<file path="src/rtl/l2_hash_pkg.sv">
package l2_hash_pkg;
  localparam int SEED_W_D = 60;
  localparam int KEY_W_D  = 11;
  localparam int SLOT_W_D = 2;

  // left rotation by a fixed amount inside an 11-bit key
  function automatic logic [KEY_W_D-1:0] key_rotl(input logic [KEY_W_D-1:0] x, input int amt);
    logic [2*KEY_W_D-1:0] dbl;
    dbl = {x, x} << amt;
    return dbl[2*KEY_W_D-1 -: KEY_W_D];
  endfunction

  // rotation applied to each full slice by the rotating fold
  function automatic int slice_rot(input int idx);
    case (idx)
      1:       return 6;
      3:       return 5;
      default: return 0;
    endcase
  endfunction
endpackage

</file>
<file path="src/rtl/idx_fold_plain.sv">
module idx_fold_plain #(
  parameter int SEED_W = 60,
  parameter int KEY_W  = 11
) (
  input  logic [SEED_W-1:0] seed,
  output logic [KEY_W-1:0]  key
);
  localparam int NFULL = SEED_W / KEY_W;
  localparam int TAIL  = SEED_W % KEY_W;

  logic [KEY_W-1:0] part [NFULL+1];

  generate
    for (genvar c = 0; c < NFULL; c++) begin : g_slice
      assign part[c] = seed[c*KEY_W +: KEY_W];
    end
    if (TAIL > 0) begin : g_tail
      assign part[NFULL] = {{(KEY_W-TAIL){1'b0}}, seed[SEED_W-1 -: TAIL]};
    end else begin : g_notail
      assign part[NFULL] = '0;
    end
  endgenerate

  always_comb begin
    key = '0;
    for (int c = 0; c <= NFULL; c++) key = key ^ part[c];
  end
endmodule

</file>
<file path="src/rtl/idx_fold_rot.sv">
module idx_fold_rot
  import l2_hash_pkg::*;
#(
  parameter int SEED_W = 60,
  parameter int KEY_W  = 11
) (
  input  logic [SEED_W-1:0] seed,
  output logic [KEY_W-1:0]  key
);
  localparam int NFULL = SEED_W / KEY_W;

  logic [KEY_W-1:0] part [NFULL];

  generate
    for (genvar c = 0; c < NFULL; c++) begin : g_slice
      logic [KEY_W-1:0] raw;
      assign raw = seed[c*KEY_W +: KEY_W];
      if (slice_rot(c) == 0) begin : g_keep
        assign part[c] = raw;
      end else begin : g_turn
        assign part[c] = KEY_W'(key_rotl(KEY_W_D'(raw), slice_rot(c)));
      end
    end
  endgenerate

  // the partial top field is left out of this fold
  always_comb begin
    key = '0;
    for (int c = 0; c < NFULL; c++) key = key ^ part[c];
  end
endmodule

</file>
<file path="src/rtl/idx_bucket_sel.sv">
module idx_bucket_sel #(
  parameter int KEY_W  = 11,
  parameter int SLOT_W = 2,
  localparam int BKT_W  = KEY_W + 1,
  localparam int POS_W  = SLOT_W + 1,
  localparam int ADDR_W = BKT_W + SLOT_W
) (
  input  logic [KEY_W-1:0]  key_plain,
  input  logic [KEY_W-1:0]  key_rot,
  input  logic [1:0]        alg_sel,
  input  logic [POS_W-1:0]  pos,
  output logic [BKT_W-1:0]  lo_bkt,
  output logic [BKT_W-1:0]  hi_bkt,
  output logic [ADDR_W-1:0] addr
);
  localparam logic [BKT_W-1:0] HALF_OFS = BKT_W'(1) << KEY_W;

  logic [KEY_W-1:0] lo_key, hi_key;
  logic             upper_half;

  assign lo_key     = alg_sel[0] ? key_rot : key_plain;
  assign hi_key     = alg_sel[1] ? key_rot : key_plain;
  assign lo_bkt     = BKT_W'(lo_key);
  assign hi_bkt     = BKT_W'(hi_key) + HALF_OFS;
  assign upper_half = pos[POS_W-1];
  assign addr       = {(upper_half ? hi_bkt : lo_bkt), pos[SLOT_W-1:0]};
endmodule

</file>
<file path="src/rtl/l2_dual_hash_indexer.sv">
module l2_dual_hash_indexer
  import l2_hash_pkg::*;
#(
  parameter int SEED_W  = SEED_W_D,
  parameter int KEY_W   = KEY_W_D,
  parameter int SLOT_W  = SLOT_W_D,
  parameter bit REG_OUT = 1'b1,
  localparam int BKT_W  = KEY_W + 1,
  localparam int POS_W  = SLOT_W + 1,
  localparam int ADDR_W = BKT_W + SLOT_W
) (
  input  logic              clk,
  input  logic              rst_n,
  input  logic              in_valid,
  input  logic [SEED_W-1:0] seed,
  input  logic [1:0]        alg_sel,
  input  logic [POS_W-1:0]  probe_pos,
  output logic              out_valid,
  output logic [BKT_W-1:0]  lo_bucket,
  output logic [BKT_W-1:0]  hi_bucket,
  output logic [ADDR_W-1:0] entry_addr
);
  logic [KEY_W-1:0]  k_plain, k_rot;
  logic [BKT_W-1:0]  lo_c, hi_c;
  logic [ADDR_W-1:0] addr_c;

  idx_fold_plain #(.SEED_W(SEED_W), .KEY_W(KEY_W)) u_plain (
    .seed(seed), .key(k_plain));

  idx_fold_rot #(.SEED_W(SEED_W), .KEY_W(KEY_W)) u_rot (
    .seed(seed), .key(k_rot));

  idx_bucket_sel #(.KEY_W(KEY_W), .SLOT_W(SLOT_W)) u_sel (
    .key_plain(k_plain), .key_rot(k_rot), .alg_sel(alg_sel), .pos(probe_pos),
    .lo_bkt(lo_c), .hi_bkt(hi_c), .addr(addr_c));

  generate
    if (REG_OUT) begin : g_reg
      always_ff @(posedge clk or negedge rst_n) begin
        if (!rst_n) begin
          out_valid  <= 1'b0;
          lo_bucket  <= '0;
          hi_bucket  <= '0;
          entry_addr <= '0;
        end else begin
          out_valid <= in_valid;
          if (in_valid) begin
            lo_bucket  <= lo_c;
            hi_bucket  <= hi_c;
            entry_addr <= addr_c;
          end
        end
      end

      AST_VALID_FOLLOWS: assert property (@(posedge clk) disable iff (!rst_n)
        in_valid |=> out_valid);
      AST_IDLE_NO_VALID: assert property (@(posedge clk) disable iff (!rst_n)
        !in_valid |=> !out_valid);
      AST_IDLE_HOLD: assert property (@(posedge clk) disable iff (!rst_n)
        !in_valid |=> ($stable(lo_bucket) && $stable(hi_bucket) && $stable(entry_addr)));
      AST_HALF_MSB: assert property (@(posedge clk) disable iff (!rst_n)
        out_valid |-> (hi_bucket[BKT_W-1] && !lo_bucket[BKT_W-1]));
      AST_ADDR_IN_BUCKET: assert property (@(posedge clk) disable iff (!rst_n)
        out_valid |-> (entry_addr[ADDR_W-1:SLOT_W] == lo_bucket ||
                       entry_addr[ADDR_W-1:SLOT_W] == hi_bucket));
    end else begin : g_comb
      assign out_valid  = in_valid;
      assign lo_bucket  = lo_c;
      assign hi_bucket  = hi_c;
      assign entry_addr = addr_c;
    end
  endgenerate
endmodule

</file>
<file path="config.mk">
export PLATFORM = sky130hd
export DESIGN_NAME = l2_dual_hash_indexer
export DESIGN_NICKNAME = d
export VERILOG_FILES = /design/src/rtl/l2_hash_pkg.sv /design/src/rtl/idx_fold_plain.sv /design/src/rtl/idx_fold_rot.sv /design/src/rtl/idx_bucket_sel.sv /design/src/rtl/l2_dual_hash_indexer.sv
export SDC_FILE = /design/constraint.sdc
export NUM_CORES = 1
export LEC_CHECK = 0
export BUFFER_PORTS_ARGS = -buffer_cell sky130_fd_sc_hd__buf_2
export CAP_MARGIN = 20
export CORE_ASPECT_RATIO = 0.8
export CORE_MARGIN = 2
export CORE_UTILIZATION = 52
export CTS_BUF_LIST = sky130_fd_sc_hd__clkbuf_2
export DETAILED_ROUTE_END_ITERATION = 16
export PLACE_DENSITY = 0.94
export SYNTH_ARGS = -nofsm -noshare
export SYNTH_HDL_FRONTEND = slang
export SYNTH_HIERARCHICAL = 1
export SYNTH_SLANG_ARGS = --single-unit
export TNS_END_PERCENT = 5
</file>
<file path="constraint.sdc">
create_clock -name clk -period 1 [get_ports clk]
set_clock_uncertainty 0.2 [all_clocks]
set_input_delay 0.2 -clock clk [delete_from_list [all_inputs] [get_ports clk]]
set_output_delay 0.2 -clock clk [all_outputs]
set_load 0.005 [all_outputs]
</file>
Word-level counts from Yosys, hierarchy flattened
Index checks and enable logic that the tools add are counted.
{"block": "totals", "register_bits": 38, "in_bits": 68, "output_inout_bits": 39}
{"block": "classes", "add_sub_neg": 1, "mux": 3, "bitwise_logic": 9}
{"op": "$xor A11 B11 Y11", "n": 8}
{"op": "$mux W11", "n": 2}
{"op": "$add A11 B12 Y12 const B", "n": 1}
{"op": "$mux W12", "n": 1}
{"op": "$xor A11 B5 Y11", "n": 1}

Longest topological paths before layout
Gate-level depths: netlist of run 1.
{"block": "logic_depth", "ltp_word": 8, "mapped_depth": 4}

Modules after synthesis
The synthesis of run 1 kept the hierarchy.
{"mod": "l2_dual_hash_indexer", "n_inst": 1, "cells_per_inst": 81, "area_per_inst_um2": 1517.7}
{"mod": "idx_fold_plain", "n_inst": 1, "cells_per_inst": 38, "area_per_inst_um2": 521.8}
{"mod": "idx_bucket_sel", "n_inst": 1, "cells_per_inst": 44, "area_per_inst_um2": 447.9}
{"mod": "idx_fold_rot", "n_inst": 1, "cells_per_inst": 33, "area_per_inst_um2": 440.4}

Worst setup path before layout of run 1
No wires, ideal clock.
{"block": "synth_timing", "path_type": "input-to-reg", "startpoint": "input seed[11]", "endpoint": "register entry_addr[2]", "setup_ns": 0.125, "arrival_time_ns": 1.251, "t_required_ns": 0.675, "path_slack_ns": -0.576, "stages": 4, "path_cell_list": "xnor2_1 > xnor3_1 > mux2_2 > mux2_2"}
{"block": "synth_via", "elab_chain_cells": 8, "word_cells_on_any_way": 9}
{"item": "start: declaration", "line_no": "l2_dual_hash_indexer.sv:15", "text": "input logic [SEED_W-1:0] seed,"}
{"item": "$xor A11 B11 Y11 * (4 in series)", "line_no": "idx_fold_plain.sv:26", "text": "for (int c = 0; c <= NFULL; c++) key = key ^ part[c];"}
{"item": "$xor A11 B5 Y11 *", "line_no": "idx_fold_plain.sv:26"}
{"item": "named net k_plain[0]", "line_no": "l2_dual_hash_indexer.sv:23", "text": "logic [KEY_W-1:0] k_plain, k_rot;"}
{"item": "$mux W11", "line_no": "idx_bucket_sel.sv:22", "text": "assign hi_key = alg_sel[1] ? key_rot : key_plain;"}
{"item": "$add A11 B12 Y12", "line_no": "idx_bucket_sel.sv:24", "text": "assign hi_bkt = BKT_W'(hi_key) + HALF_OFS;"}
{"item": "$mux W12 *", "line_no": "idx_bucket_sel.sv:26", "text": "assign addr = {(upper_half ? hi_bkt : lo_bkt), pos[SLOT_W-1:0]};"}
{"item": "named net addr_c[2]", "line_no": "l2_dual_hash_indexer.sv:25", "text": "logic [ADDR_W-1:0] addr_c;"}
{"item": "end signal: assignment", "line_no": "l2_dual_hash_indexer.sv:50", "text": "entry_addr <= addr_c;"}
{"item": "end: declaration", "line_no": "l2_dual_hash_indexer.sv:21", "text": "output logic [ADDR_W-1:0] entry_addr"}
Mark *: on every way through the listed nets, which the timed path passes. The rest lies on a longest branch.
A chain may end at the register's enable or synchronous reset.

Worst setup path after layout of run 1
{"block": "layout_timing", "startpoint": "register lo_bucket[5]", "endpoint": "output lo_bucket[5]"}
{"item": "start: declaration", "line_no": "l2_dual_hash_indexer.sv:19", "text": "output logic [BKT_W-1:0] lo_bucket,"}
{"item": "start signal: assignment", "line_no": "l2_dual_hash_indexer.sv:48", "text": "lo_bucket <= lo_c;"}
No word-level cell between the ends.

==> run summary, run 1 <==
clock sink count -> 39
die area -> 6250 um2
first drt pass iteration count -> 4
fin crit period -> 1370 ps
CP bufs+invs -> 1
Num CTS Buffers -> 5
initial antenna violation count -> 0
Layout fillers -> 387
Port Buffers -> 106
die width -> 87.9 um
H-tree depth -> 2
Reg2Reg Capture Point -> hi_bucket[0]
Seq/Total Area, Yosys -> 0.333
Hold WC Path Type -> in -> async
area of the core -> 5440 um2
synthesized area per cell -> 14.9 um2
drt drc -> 0
crit path cell chain -> buf_2
vias in the first global route -> 1929
failing checks -> negative setup slack
critical path endpoint category -> output pin
I/O pins -> 107
Initial Util -> 0.539
half-perimeter wire length after placement -> 4.65 mm
mapped cell area -> 2930 um2
outcome -> complete, but fails checks
Area growth, synth to finish -> 33.2%
GRT Overall Usage -> 0.195
commonest non-fill, non-tap cell in the layout -> buf_2
crit path max fanout -> 2
critical path type -> reg -> out
number of max-cap violations -> 0
worst r2r path cells -> 2
crit path DAT -> 970 ps
Antenna Violating Nets Remaining -> 0
total number of yosys warnings -> 6
final WL -> 5.99 mm
startpoint types -> register
Clk pin slew, worst setup/hold paths -> 210 ps
Inserted Diodes -> 0
final net count -> 393
Clk Latency, worst-skew pair -> 400 ps
Post-Syn Nets -> 264
GR Overflow Total -> 0
largest net degree at the start of global routing -> 40
#FFs+latches synth -> 39
placed instance area -> 3740 um2
Tcrit/Tclk final -> 1.37
drt initial violations -> 39
layout cell share with drive strength beyond 1 -> 0.672
unrepaired setup endpoints after global routing -> true
power consumption -> 5.93 mW
CP peak stage delay -> 440 ps
Req. time, crit path -> 600 ps
first-pass GRT wire length -> 9.24 mm
CTS tree -> built
cells after synthesis -> 196
post-route setup slack -> -371 ps
DP Cell Count -> 389
fin area -> 3900 um2
RePlAce Congestion -> 0.717
Final Hold Viols -> 0
slowest CP cell -> dfrtp_1
Layout Cells excl Fill -> 404
worst-case clock buffer depth -> 2
site row count -> 24
reg2reg setup slack -> -110 ps
root buffer cell -> clkbuf_2
Place WS -> -789 ps
commonest non-fill, non-tap cells in the layout -> 99 x buf_2, 39 x mux2_2, 39 x dfrtp_1
peak supply drop -> 0.000874 V
die height -> 71.1 um
launch instance of the worst register-to-register path -> hi_bucket[0]
post-DR vias/cell -> 4.76
WL per Instance -> 14.8 um
total leakage power -> 2.03 nW
Netlist cell types -> 12
max-slew violations -> 0
power per cell area -> 1520 nW/um2
FMAX -> 730 MHz
final setup violation count -> 73
vias -> 1925
Crit path max-delay family -> flip-flops
==> registers in the layout (all words and copies together) (netlist names) <==
name / flops
lo_bucket: 12
entry_addr: 14
hi_bucket: 12
out_valid: 1
==> layer usage <==
metal,routed length [um],vias up,GRT usage
met4,48,0,0.0564
li1,-,928,-
met1,2630,916,0.252
met2,2900,76,0.329
met5,0,-,0
met3,408,5,0.0455
==> worst max path at each step <==
stage | start | endpoint | depth (start not counted)
2_1_floorplan | seed[23] | hi_bucket[1] | 4
3_3_place_gp | seed[22] | hi_bucket[0] | 5
3_5_place_dp | seed[22] | hi_bucket[0] | 5
4_1_cts | hi_bucket[5] | hi_bucket[5] | 1
5_1_grt | hi_bucket[0] | hi_bucket[0] | 1
6_report | lo_bucket[5] | lo_bucket[5] | 1
==> synth_stat cells <==
master	count	area, um2
dfrtp_1	39	976
buf_6	4	45.0
mux2_4	20	300
mux2_2	51	574
mux2i_1	1	10.0
buf_2	3	15.0
xnor2_1	27	236
xnor3_1	22	495
xnor2_2	5	81.3
xor2_1	17	149
buf_4	5	37.5
conb_1	2	7.51
==> metrics by stage <==
step           hold slack, ps  TNS, ps   util
6_report                 68.5   -23410  0.718
5_1_grt                  11.6   -25910  0.718
4_1_cts                  26.2   -23800  0.710
3_5_place_dp            -9.06   -25560  0.687
3_3_place_gp            -18.6   -24500  0.687
2_1_floorplan            -296   -18390      -
==> where the power goes <==
| part | switching (mW) | total [mW] | internal (mW) |
|---|---|---|---|
| logic | 0.999 | 2.92 | 1.92 |
| registers | 0.275 | 2.32 | 2.05 |
| clock network | 0.534 | 0.690 | 0.156 |
| total | 1.81 | 5.93 | 4.12 |
==> area by class of cell <==
cell class              count  area, um2  area share
clock buffers               5       25.0     0.00642
multi-input cells         145       1960       0.501
clock inverters             3       15.0     0.00385
flip-flops and latches     39        976       0.250
repair buffers            134        831       0.213
well taps                  78       97.6      0.0250
==> kinds of logic (layout without fill, tap and decap cells) <==
group        after synthesis  after routing  share of synthesized area
mux                       72             72                      0.302
xor+xnor                  71             71                      0.329
flops                     39             39                      0.333
buf+inv                   12            142                     0.0333
other cells                2              2                    0.00257
==> what timing repair did <==
action / in CTS / in global routing
setup buffers: 1 / 1
setup endpoints to repair: 72 / 72
resized for setup: 7 / 7
endpoints found under the hold margin: 43 / 0
hold buffers: 5 / 0
pin swaps: 3 / 3
No activity file was read; power rests on OpenSTA's default activity.
==> run 2, diff against run 1 <==
--- a/config.mk
+++ b/config.mk
@@ -5,14 +5,15 @@
 export SDC_FILE = /design/constraint.sdc
 export NUM_CORES = 1
 export LEC_CHECK = 0
-export BUFFER_PORTS_ARGS = -buffer_cell sky130_fd_sc_hd__buf_2
+export ABC_AREA = 1
+export BUFFER_PORTS_ARGS = -buffer_cell sky130_fd_sc_hd__buf_4
 export CAP_MARGIN = 20
 export CORE_ASPECT_RATIO = 0.8
 export CORE_MARGIN = 2
-export CORE_UTILIZATION = 52
+export CORE_UTILIZATION = 55
 export CTS_BUF_LIST = sky130_fd_sc_hd__clkbuf_2
 export DETAILED_ROUTE_END_ITERATION = 16
-export PLACE_DENSITY = 0.94
+export PLACE_DENSITY = 0.95
 export SYNTH_ARGS = -nofsm -noshare
 export SYNTH_HDL_FRONTEND = slang
 export SYNTH_HIERARCHICAL = 1
==> run 2 against run 1 <==
Against the previous run:
- the flow finishes with violations (negative hold slack, negative setup slack)
- combinational power shrank 9.9%
- non-clock buffer count fell by 7
- clock power grew 3.8%
- critical path type unchanged
- sequential share of layout area decreased by 6.0 points
- final cell count rose by 110%
- utilization is 7.5 points higher
- clock-buffer cell count is the same
- total power shrank 9.9%
- hold slack worse by 100 ps
- via count up 130%
- register-to-register slack improved by 80 ps
==> run summary, run 2 <==
layout cell share with drive strength beyond 1 -> 0.288
top cells by area, synth -> nand2_1 35%, dfrtp_1 26%, inv_1 10%, nand3_1 8.1%, xor2_1 5.2%
Core Util, Final -> 0.793
Netlist cell types -> 16
Post-synth top cells -> 343 x nand2_1, 103 x inv_1, 60 x nand3_1, 39 x dfrtp_1
site row count -> 26
slowest CP cell -> dfrtp_1
first-pass GRT wire length -> 17.7 mm
ys async rst share -> 1.00
worst hold stages -> 4
GRT Overall Usage -> 0.298
Antenna Violating Nets Remaining -> 0
Crit path max-delay family -> flip-flops
max-slew violations -> 0
grt peak-use layer -> met2
power per cell area -> 1040 nW/um2
largest net degree at the start of global routing -> 40
cells after synthesis -> 656
Area growth, synth to finish -> 38.0%
number of max-cap violations -> 0
drt drc -> 0
Layout Cells excl Fill -> 856
unrepaired setup endpoints after global routing -> true
Tcrit/Tclk final -> 1.45
vias in the first global route -> 4193
first drt pass iteration count -> 6
Largest Register -> entry_addr
CP bufs+invs -> 1
crit path DAT -> 1050 ps
FMAX -> 690 MHz
top cell type's share of synthesized area -> 0.346
drt initial violations -> 455
peak supply drop -> 0.000562 V
worst-case clock buffer depth -> 2
area of the core -> 6470 um2
total leakage power -> 3.16 nW
dominant cell type by area after synthesis -> nand2_1
placed instance area -> 4710 um2
Final Hold Viols -> 14
final WL -> 11.5 mm
DP Cell Count -> 839
top-count cell post-synth -> nand2_1
Post-Syn Nets -> 724
crit path max fanout -> 2
biggest regs -> entry_addr x14, hi_bucket x12, lo_bucket x12
Port Buffers -> 106
critical path endpoint category -> output pin
vias -> 4522
Num CTS Buffers -> 5
root buffer cell -> clkbuf_2
EDFF count, synth -> 0
startpoint types -> register
clock sink count -> 39
Setup TNS Final -> -17960 ps
final net count -> 839
commonest non-fill, non-tap cell in the layout -> nand2_1
fin area -> 5130 um2
ys flop type -> dfrtp_1
met3 usage -> 0.0650
Place WS -> -504 ps
failing checks -> negative hold slack, negative setup slack
initial antenna violation count -> 0
CP peak stage delay -> 480 ps
Clk Latency, worst-skew pair -> 410 ps
mapped cell area -> 3720 um2
H-tree depth -> 2
critical path type -> reg -> out
number of flip-flops in the largest register -> 14
synthesized area per cell -> 5.67 um2
worst r2r path cells -> 3
Req. time, crit path -> 600 ps
GR Overflow Total -> 0
hold slack -> -31.9 ps
CTS tree -> built
met2 Track Usage GR -> 0.541
Inserted Diodes -> 0
total number of yosys warnings -> 6
Initial Util -> 0.574
post-route setup slack -> -450 ps
WL per Instance -> 13.5 um
commonest non-fill, non-tap cells in the layout -> 314 x nand2_1, 83 x inv_1, 75 x buf_4
die width -> 95.9 um
Seq/Total Area, Yosys -> 0.263
die height -> 77.5 um
die area -> 7440 um2
post-DR vias/cell -> 5.28
RePlAce Congestion -> 0.884
#FFs+latches synth -> 39
I/O pins -> 107
Clk pin slew, worst setup/hold paths -> 210 ps
final setup violation count -> 62
Stages on worst setup path -> 1
half-perimeter wire length after placement -> 8.05 mm
power consumption -> 5.35 mW
crit path cell chain -> buf_6
fin crit period -> 1450 ps
Hold WC Path Type -> in -> reg
M1 GR Usage -> 0.336
outcome -> complete, but fails checks
run 2: layer usage:
| metal | wire [um] | vias to the layer above |
|---|---|---|
| li1 | - | 2146 |
| met1 | 4220 | 2045 |
| met2 | 5790 | 260 |
| met3 | 1060 | 71 |
| met4 | 470 | 0 |
| met5 | 0 | - |
run 2: cell type report:
type	count	area (um2)
Multi-Input combinational cell	485	2390
Clock inverter	3	15.0
Sequential cell	39	976
Inverter	113	424
Tap cell	84	105
Timing Repair Buffer	127	1190
Fill cell	454	1340
Clock buffer	5	25.0
run 2: final timing paths:
| kind | from | to | slack [ps] |
|---|---|---|---|
| max in group asynchronous | rst_n | entry_addr[13] | 360 |
| min | in_valid | entry_addr[1] | -30 |
| max | hi_bucket[7] | hi_bucket[7] | -450 |
| max reg2reg | entry_addr[4] | entry_addr[4] | -30 |
| min in group asynchronous | rst_n | hi_bucket[9] | 30 |
| min reg2reg | hi_bucket[1] | hi_bucket[1] | 320 |
run 2: logic make-up after synthesis:
group / Yosys count / synth area share
AND/OR/NAND/NOR: 456 / 0.515
other: 2 / 0.00202
flip-flops: 39 / 0.263
buffers and inverters: 132 / 0.157
XOR/XNOR: 27 / 0.0636
run 2: what timing repair did:
| action | 4_1_cts | 5_1_grt |
|---|---|---|
| hold buffers | 4 | 2 |
| pin swaps | 1 | 6 |
| endpoints found under the hold margin | 66 | 19 |
| gates cloned | 0 | 0 |
| buffers inserted | 1 | 2 |
| gates resized for setup | 46 | 52 |
| endpoints found under the setup margin | 48 | 72 |
run 2: power breakdown:
group	internal, mW	switching (mW)	total [mW]
clock	0.155	0.561	0.716
sequential	1.80	0.196	2.00
combinational	1.27	1.37	2.63
==> run 3, diff against run 2 <==
--- a/config.mk
+++ b/config.mk
@@ -6,14 +6,14 @@
 export NUM_CORES = 1
 export LEC_CHECK = 0
 export ABC_AREA = 1
-export BUFFER_PORTS_ARGS = -buffer_cell sky130_fd_sc_hd__buf_4
 export CAP_MARGIN = 20
 export CORE_ASPECT_RATIO = 0.8
 export CORE_MARGIN = 2
-export CORE_UTILIZATION = 55
+export CORE_UTILIZATION = 60
 export CTS_BUF_LIST = sky130_fd_sc_hd__clkbuf_2
 export DETAILED_ROUTE_END_ITERATION = 16
-export PLACE_DENSITY = 0.95
+export DONT_BUFFER_PORTS = 1
+export PLACE_DENSITY = 0.87
 export SYNTH_ARGS = -nofsm -noshare
 export SYNTH_HDL_FRONTEND = slang
 export SYNTH_HIERARCHICAL = 1
==> run 3 against run 2 <==
Against the previous run:
- the run still ends with negative hold slack, negative setup slack left
- hold slack worse by 680 ps
- clock power is 26% higher
- sequential share of layout area is 5.8 points higher
- register-to-register slack better by 130 ps
- non-clock buffer count is 118 lower
- cell area is 23% lower
- largest power group is now sequential cells
- wire length is 23% lower
- global-route usage is 3.4 points lower
- flip-flop and latch count stayed put
- critical path depth is 1 lower
- critical path type unchanged
- utilization is 13 points lower
- critical endpoint is now hi_bucket[1]
==> run summary, run 3 (synthesis gave the netlist of run 2 again) <==
Reg2Reg Capture Point -> hi_bucket[6]
multi-input combinational cell area -> 2260 um2
Initial Util -> 0.625
vias in the first global route -> 3586
crit path max fanout -> 2
power per cell area -> 1100 nW/um2
FMAX -> 817 MHz
FF+latch area -> 976 um2
biggest regs -> entry_addr x14, hi_bucket x12, lo_bucket x12
die height -> 74.4 um
hold slack -> -710 ps
Layout fillers -> 531
startpoint types -> register
reg2reg setup slack -> 100 ps
half-perimeter wire length after placement -> 6.93 mm
critical path type -> reg -> out
hold buffer count at cts -> 4
GR Overflow Total -> 0
worst r2r path cells -> 2
register share of total power -> 0.463
Sw Pwr -> 1.51 mW
Area growth, synth to finish -> 5.62%
Tcrit/Tclk final -> 1.22
Sw Share -> 0.348
number of flip-flops in the largest register -> 14
Hold WC Path Type -> in -> async
CTS tree -> built
failing checks -> negative hold slack, negative setup slack
site row count -> 25
first drt pass iteration count -> 8
max-slew violations -> 0
final WL -> 8.88 mm
clock sink count -> 39
Antenna Violating Nets Remaining -> 0
Req. time, crit path -> 600 ps
commonest non-fill, non-tap cell in the layout -> nand2_1
Num CTS Buffers -> 5
final setup violation count -> 39
commonest non-fill, non-tap cells in the layout -> 334 x nand2_1, 92 x inv_1, 58 x nand3_1
Largest Register -> entry_addr
root buffer cell -> clkbuf_2
worst-case clock buffer depth -> 2
die width -> 92 um
largest net degree at the start of global routing -> 41
Setup TNS Final -> -7870 ps
fin crit period -> 1220 ps
RePlAce Congestion -> 0.823
drt drc -> 0
initial antenna violation count -> 0
Clk pin slew, worst setup/hold paths -> 190 ps
GRT Overall Usage -> 0.264
Pint -> 2.83 mW
H-tree depth -> 2
die area -> 6840 um2
unrepaired setup endpoints after global routing -> true
total leakage power -> 2.52 nW
Clk Latency, worst-skew pair -> 350 ps
launch instance of the worst register-to-register path -> hi_bucket[6]
Port Buffers -> 0
crit path DAT -> 820 ps
Final Hold Viols -> 78
Core Util, Final -> 0.661
clock network power share -> 0.208
I/O pins -> 107
area of the core -> 5940 um2
critical path endpoint category -> output pin
post-route setup slack -> -224 ps
post-DR vias/cell -> 5.08
vias -> 3729
Inserted Diodes -> 0
first-pass GRT wire length -> 14.7 mm
layout cell share with drive strength beyond 1 -> 0.0995
combinational power share -> 0.329
number of max-cap violations -> 0
final net count -> 721
drt initial violations -> 221
peak supply drop -> 0.000775 V
outcome -> complete, but fails checks
WL per Instance -> 12.1 um
[run 3: power groups by stage]
stage          combinational (mW)  clock, mW  sequential, mW
2_1_floorplan                1.21          0            1.96
3_3_place_gp                 1.31          0            2.03
3_5_place_dp                 1.37          0            2.04
4_1_cts                      1.39      0.920            2.01
5_1_grt                      1.65      0.989            2.04
6_report                     1.43      0.901            2.01
[run 3: what timing repair did]
item | CTS | global route
pin swaps | 0 | 2
resized for setup | 0 | 13
setup endpoints to repair | 39 | 46
hold endpoints to repair | 78 | 78
setup buffers | 0 | 0
[run 3: how the worst max path moves through the flow]
stage / cells after the start / end / start
2_1_floorplan: 11 / lo_bucket[0] / seed[0]
3_3_place_gp: 9 / lo_bucket[5] / seed[21]
3_5_place_dp: 10 / entry_addr[3] / seed[17]
4_1_cts: 0 / lo_bucket[2] / lo_bucket[2]
5_1_grt: 0 / lo_bucket[2] / lo_bucket[2]
6_report: 0 / hi_bucket[1] / hi_bucket[1]
[run 3: final cells by class]
type                       instances  share of cell area
sequential                        39               0.249
tap                               81              0.0258
timing repair buffer               9              0.0261
multi-input combinational        485               0.576
clock inverter                     1             0.00765
clock buffer                       6             0.00765
inverter                         113               0.108
[run 3: routing by layer]
layer	vias up	global-route usage	wire length, um
li1	1907	-	-
met1	1658	0.309	3750
met2	143	0.470	4180
met3	21	0.0790	832
met4	0	0.0929	115
met5	-	0	0
[run 3: metrics by stage]
| step | setup WS [ps] | hold slack (ps) | instance area [um2] | cells | power [mW] |
|---|---|---|---|---|---|
| 6_report | -224 | -710 | 3930 | 734 | 4.34 |
| 5_1_grt | -279 | -767 | 3930 | 734 | 4.68 |
| 4_1_cts | -245 | -738 | 3900 | 734 | 4.32 |
| 3_5_place_dp | -351 | -295 | 3800 | 723 | 3.41 |
| 3_3_place_gp | -271 | -295 | 3800 | 723 | 3.34 |
| 2_1_floorplan | -172 | -296 | 3800 | 656 | 3.17 |
